File: src/rtl/ovl_pkg.sv
package ovl_pkg;
  localparam int CODE_AW_D  = 17;
  localparam int PHYS_AW_D  = 22;
  localparam int SECT_W_D   = 3;
  localparam int ROM_BYTES_D = 4096;

  typedef enum logic {
    CFG_ENABLE = 1'b0,
    CFG_SIZE   = 1'b1
  } cfg_sel_e;

  typedef enum logic [1:0] {
    SZ_128K = 2'd0,
    SZ_256K = 2'd1,
    SZ_1M   = 2'd2,
    SZ_4M   = 2'd3
  } ram_size_e;
endpackage

File: src/rtl/ovl_cfg_regs.sv
module ovl_cfg_regs
  import ovl_pkg::*;
#(
  parameter int NSECT = 8
) (
  input  logic             clk,
  input  logic             rst_n,
  input  logic             we,
  input  logic             sel,
  input  logic [NSECT-1:0] wdata,
  output logic [NSECT-1:0] sect_en,
  output logic [1:0]       size_code
);
  always_ff @(posedge clk or negedge rst_n) begin
    if (!rst_n) begin
      sect_en   <= '0;
      size_code <= SZ_128K;
    end else if (we) begin
      if (cfg_sel_e'(sel) == CFG_ENABLE) sect_en <= wdata;
      else                               size_code <= wdata[1:0];
    end
  end
endmodule

File: src/rtl/ovl_map.sv
module ovl_map #(
  parameter int CODE_AW   = 17,
  parameter int PHYS_AW   = 22,
  parameter int SECT_W    = 3,
  parameter int ROM_BYTES = 4096,
  localparam int NSECT    = 1 << SECT_W
) (
  input  logic [CODE_AW-1:0] addr,
  input  logic [NSECT-1:0]   sect_en,
  input  logic [1:0]         size_code,
  output logic [PHYS_AW-1:0] phys_addr,
  output logic               code_cs,
  output logic               data_cs,
  output logic               rom_hit
);
  localparam logic [CODE_AW:0]  ROM_LIM   = (CODE_AW+1)'(ROM_BYTES);
  localparam logic [PHYS_AW:0]  CODE_SPAN = (PHYS_AW+1)'(1) << CODE_AW;

  logic [PHYS_AW:0]   ram_bytes;
  logic [PHYS_AW:0]   ovl_base_w;
  logic [SECT_W-1:0]  sect;
  logic               in_rom;
  logic               ovl;

  always_comb begin
    unique case (size_code)
      2'd0:    ram_bytes = CODE_SPAN;
      2'd1:    ram_bytes = CODE_SPAN << 1;
      2'd2:    ram_bytes = CODE_SPAN << 3;
      default: ram_bytes = (PHYS_AW+1)'(1) << PHYS_AW;
    endcase
  end

  assign ovl_base_w = ram_bytes - CODE_SPAN;
  assign sect       = addr[CODE_AW-1 -: SECT_W];
  assign in_rom     = {1'b0, addr} < ROM_LIM;
  assign ovl        = !in_rom && sect_en[sect];

  always_comb begin
    rom_hit = in_rom;
    code_cs = !in_rom && !ovl;
    data_cs = ovl;
    if (ovl) phys_addr = ovl_base_w[PHYS_AW-1:0] + PHYS_AW'(addr);
    else     phys_addr = PHYS_AW'(addr);
  end
endmodule

File: src/rtl/ovl_fetch_stage.sv
module ovl_fetch_stage #(
  parameter int W = 25
) (
  input  logic         clk,
  input  logic         rst_n,
  input  logic         in_valid,
  output logic         in_ready,
  input  logic [W-1:0] in_data,
  output logic         out_valid,
  input  logic         out_ready,
  output logic [W-1:0] out_data
);
  assign in_ready = !out_valid || out_ready;

  always_ff @(posedge clk or negedge rst_n) begin
    if (!rst_n) begin
      out_valid <= 1'b0;
      out_data  <= '0;
    end else if (in_ready) begin
      out_valid <= in_valid;
      if (in_valid) out_data <= in_data;
    end
  end


  hold_stable_chk: assert property (@(posedge clk) disable iff (!rst_n)
    (out_valid && !out_ready) |=> (out_valid && $stable(out_data)));


  stall_blocks_chk: assert property (@(posedge clk) disable iff (!rst_n)
    (out_valid && !out_ready) |-> !in_ready);
endmodule

File: src/rtl/code_overlay_remap.sv
module code_overlay_remap
  import ovl_pkg::*;
#(
  parameter int CODE_AW   = CODE_AW_D,
  parameter int PHYS_AW   = PHYS_AW_D,
  parameter int SECT_W    = SECT_W_D,
  parameter int ROM_BYTES = ROM_BYTES_D,
  localparam int NSECT    = 1 << SECT_W,
  localparam int PAY_W    = PHYS_AW + 3
) (
  input  logic               clk,
  input  logic               rst_n,
  input  logic               cfg_we,
  input  logic               cfg_sel,
  input  logic [NSECT-1:0]   cfg_wdata,
  input  logic               fetch_valid,
  output logic               fetch_ready,
  input  logic [CODE_AW-1:0] fetch_addr,
  output logic               phys_valid,
  input  logic               phys_ready,
  output logic [PHYS_AW-1:0] phys_addr,
  output logic               phys_code_cs,
  output logic               phys_data_cs,
  output logic               phys_rom,
  input  logic [CODE_AW-1:0] win_addr,
  output logic [PHYS_AW-1:0] win_phys_addr,
  output logic               win_code_cs,
  output logic               win_data_cs,
  output logic               win_blocked
);
  logic [NSECT-1:0]   sect_en;
  logic [1:0]         size_code;
  logic [PHYS_AW-1:0] f_addr;
  logic               f_code, f_data, f_rom;
  logic [PAY_W-1:0]   pay_in, pay_out;

  ovl_cfg_regs #(.NSECT(NSECT)) u_cfg (
    .clk(clk), .rst_n(rst_n), .we(cfg_we), .sel(cfg_sel), .wdata(cfg_wdata),
    .sect_en(sect_en), .size_code(size_code)
  );

  ovl_map #(.CODE_AW(CODE_AW), .PHYS_AW(PHYS_AW), .SECT_W(SECT_W), .ROM_BYTES(ROM_BYTES))
  u_fetch_map (
    .addr(fetch_addr), .sect_en(sect_en), .size_code(size_code),
    .phys_addr(f_addr), .code_cs(f_code), .data_cs(f_data), .rom_hit(f_rom)
  );

  ovl_map #(.CODE_AW(CODE_AW), .PHYS_AW(PHYS_AW), .SECT_W(SECT_W), .ROM_BYTES(ROM_BYTES))
  u_win_map (
    .addr(win_addr), .sect_en(sect_en), .size_code(size_code),
    .phys_addr(win_phys_addr), .code_cs(win_code_cs), .data_cs(win_data_cs),
    .rom_hit(win_blocked)
  );

  assign pay_in = {f_addr, f_code, f_data, f_rom};

  ovl_fetch_stage #(.W(PAY_W)) u_stage (
    .clk(clk), .rst_n(rst_n),
    .in_valid(fetch_valid), .in_ready(fetch_ready), .in_data(pay_in),
    .out_valid(phys_valid), .out_ready(phys_ready), .out_data(pay_out)
  );

  assign {phys_addr, phys_code_cs, phys_data_cs, phys_rom} = pay_out;


  one_target_chk: assert property (@(posedge clk) disable iff (!rst_n)
    phys_valid |-> ($countones({phys_code_cs, phys_data_cs, phys_rom}) == 1));


  code_passthru_chk: assert property (@(posedge clk) disable iff (!rst_n)
    (fetch_valid && fetch_ready && f_code) |=> (phys_addr == PHYS_AW'($past(fetch_addr))));


  offset_kept_chk: assert property (@(posedge clk) disable iff (!rst_n)
    win_data_cs |-> (win_phys_addr[CODE_AW-SECT_W-1:0] == win_addr[CODE_AW-SECT_W-1:0]));


  win_blocked_chk: assert property (@(posedge clk) disable iff (!rst_n)
    win_blocked |-> (!win_code_cs && !win_data_cs));


  rom_no_cs_chk: assert property (@(posedge clk) disable iff (!rst_n)
    (phys_valid && phys_rom) |-> (!phys_code_cs && !phys_data_cs));
endmodule

File: config.mk
export PLATFORM = sky130hd
export DESIGN_NAME = code_overlay_remap
export DESIGN_NICKNAME = d
export VERILOG_FILES = /design/src/rtl/ovl_pkg.sv /design/src/rtl/ovl_cfg_regs.sv /design/src/rtl/ovl_map.sv /design/src/rtl/ovl_fetch_stage.sv /design/src/rtl/code_overlay_remap.sv
export SDC_FILE = /design/constraint.sdc
export NUM_CORES = 1
export LEC_CHECK = 0
export BUFFER_PORTS_ARGS = -buffer_cell sky130_fd_sc_hd__buf_2
export CAP_MARGIN = 15
export CELL_PAD_IN_SITES_DETAIL_PLACEMENT = 2
export CELL_PAD_IN_SITES_GLOBAL_PLACEMENT = 2
export CORE_ASPECT_RATIO = 1.4
export CORE_UTILIZATION = 28
export DETAILED_ROUTE_END_ITERATION = 6
export GPL_TIMING_DRIVEN = 0
export HOLD_SLACK_MARGIN = 0.15
export PLACE_DENSITY = 0.82
export SYNTH_ARGS = -nofsm -noshare
export SYNTH_HDL_FRONTEND = slang
export SYNTH_SLANG_ARGS = --single-unit
File: constraint.sdc
create_clock -name clk -period 3.8 [get_ports clk]
set_clock_uncertainty 0.15 [all_clocks]
set_input_delay 0.76 -clock clk [delete_from_list [all_inputs] [get_ports clk]]
set_output_delay 0.76 -clock clk [all_outputs]
set_load 0.01 [all_outputs]
==> impl_metrics.tcl <==
set metrics [dict create \
    fp.dieH_um 94.92 \
    worst_pin_slew_ns 0.8030 \
    status "finished, final reports clean" \
    final.setup.tns_ns 0 \
    hp-class "reg -> reg" \
    yosysUniqueCellTypes 23 \
    syn_inst 135 \
    final_max_slew_viol_count 0 \
    area_growth_pct 35.22 \
    relSlewSlack_pct 46.47 \
    die_area_um2 6489 \
    cts_tree "built" \
    drive_gt1_share_pct 62.88 \
    drt_wl_total_um 4453 \
    drtIter0Drc 27 \
    synth-seq-area-share_pct 52.17 \
    fin_crit_sh_pct 79.57 \
    ys_ff_latch 36 \
    vias_per_cell 4.702 \
    cts_setup_buffers 0 \
    cp_cell_sequence "buf_2 > mux4_1 > mux2_4 > o21ai_4 > nor2_1 > buf_2" \
    hold_viol 0 \
    initial_utilization_pct 29.24 \
    synth_area_leaders "dfrtp_1 52%, mux2_2 18%, buf_4 7.8%" \
    place_area_um2 2245 \
    wl_per_cell_um 14.89 \
    io_pins 100 \
    hpwl_um 3584 \
    worstSetupPathType "in -> out" \
    track_usage_pct 14.52 \
    yosys.area.top_type "dfrtp_1" \
    hold_buffers 0 \
    grt_pass1_vias 1419 \
    dieWidth_um 68.37 \
    rsz0062_at_grt "no" \
    cp_slowest_cell "mux4_1" \
    cts_root_buffer "clkbuf_8" \
    yosysTopAreaCellShare_pct 52.17 \
    avgSynthCellArea_um2 12.79 \
    antennaDiodeCount 0 \
    ant_nets 0 \
    cts_made_buffers 5 \
    drc 0 \
    overflow 0 \
    coreArea_um2 5904 \
    num_rows 33 \
    layout_min_cycle_time_ns 3.024 \
    max-vdd-ir-drop_mv 0.1952 \
    critPathMaxStageDelay_ns 0.56 \
    cp.arrival_ns 2.11 \
    clkSlewWorstSetupHoldPaths_ns 0.07 \
    grt_start_max_net_pins 37 \
    hold_ws_ns 0.3303 \
    power_per_cell_area_nw_per_um2 441.0 \
    start_kind "input pin" \
    leakage_nw 1.189 \
    num_vias 1406 \
    cts.sinks 36 \
    max_freq_mhz 330.7 \
    syn-num-nets 184 \
    clk_latency_ns 0.28 \
    required_ns 2.89 \
    grt_antenna_before_repair 0 \
    postLayoutCoreUtil_pct 39.54 \
    htree_levels 2 \
    drtPass1Iterations 3 \
    synth-warning-count 0 \
    cts_resized 0 \
    clockBufferDepth 2 \
    cpMostUsedCell "buf_2" \
    grt_pass1_wl_um 6768 \
    netlist_area_um2 1727 \
    cp_max_fo 6 \
    gp_congestion 0.7009 \
    io_buffers 86 \
    setup_violations 0 \
    end_kind "output port" \
    layout.nets 277 \
    drv_cap 0 \
    postLayoutCellArea_um2 2335 \
]
[per-layer routing]
metal / global-route usage (%) / vias to the layer above / share of wire (%)
met5: 0 / - / 0
met4: 6.771 / 0 / 1.9
met3: 2.899 / 6 / 7.1
met2: 26.80 / 65 / 56
met1: 15.05 / 693 / 35
li1: - / 642 / -
[metrics by stage]
| stage | total power, mW | setup WS, ns | cells |
|---|---|---|---|
| global placement | 0.7529 | 0.7729 | 291 |
| finish | 1.030 | 0.7765 | 299 |
| CTS | 1.053 | 0.7498 | 299 |
| floorplan | 0.6361 | 1.078 | 135 |
| detailed placement | 0.7673 | 0.7495 | 291 |
| global route | 1.093 | 0.7112 | 299 |
[layout make-up]
class | count | area [um2]
fillers | 642 | 3570
flip-flops and latches | 36 | 900.9
multi-input cells | 74 | 661.9
repair buffers | 86 | 430.4
plain buffers | 22 | 152.6
clock buffers | 8 | 90.09
well taps | 70 | 87.58
inverters | 3 | 11.26
[registers in the layout, summed over array words and instances, names as in the netlist]
name and count:
u_stage.out_data 25, u_stage.out_valid 1, u_cfg.size_code 2, u_cfg.sect_en 8
[cell families (layout without fill, tap and decap cells)]
family,Yosys count,after routing,share of synthesized area [%]
mux,35,35,24.49
flops,36,36,52.17
simple gates,30,30,8.696
compound gates,8,8,4.421
fa+ha+maj,1,1,0.7245
buf+inv,25,119,9.493
[placed cells by master, fill, tap and decap left out, drive strengths merged, types with 2 or more instances in the layout]
master	synthesis	routed
nand3b	2	2
clkbuf	2	10
mux4	2	2
dfrtp	36	36
mux2	29	29
inv	3	3
mux2i	4	4
nand2	10	10
buf	20	106
nor2	10	10
nand2b	3	3
o41ai	5	5
[worst paths after layout]
path                                 startpoint  depth (start not counted)                   end  slack (ns)
setup / recovery                   win_addr[14]                          6     win_phys_addr[17]        0.78
hold / removal             u_stage.out_data[22]                          2  u_stage.out_data[22]        0.33
setup reg to reg               u_cfg.sect_en[3]                          4  u_stage.out_data[20]        2.20
hold reg to reg            u_stage.out_data[22]                          2  u_stage.out_data[22]        0.33
max in group asynchronous                 rst_n                          1   u_stage.out_data[8]        2.58
min in group asynchronous                 rst_n                          1  u_stage.out_data[24]        0.41
[power by group]
group	switching (mW)	total [mW]	leakage, nW	internal, mW
clock	0.132	0.279	0.0455	0.148
combinational	0.135	0.275	0.712	0.140
sequential	0.0343	0.475	0.431	0.441
total	0.300	1.03	1.19	0.729
[Yosys cell counts]
library cell	count
a22o_1	1
buf_2	2
buf_4	18
clkbuf_1	2
dfrtp_1	36
ha_1	1
inv_1	3
mux2_2	28
mux2_4	1
mux2i_1	4
mux4_1	2
nand2_1	10
nand2b_1	3
nand3_1	1
nand3b_1	2
nand4_1	1
nor2_1	10
nor2b_1	1
nor4b_2	1
o21ai_4	1
o31ai_1	1
o41ai_1	5
or4_2	1
[worst max-delay path, delay by kind of cell]
family | cells | cell delay [ns]
multiplexers | 2 | 0.87
buffers and inverters | 2 | 0.31
AO/OA/AOI/OAI | 1 | 0.10
AND/OR/NAND/NOR | 1 | 0.07
(Power assumes the default switching activity.)
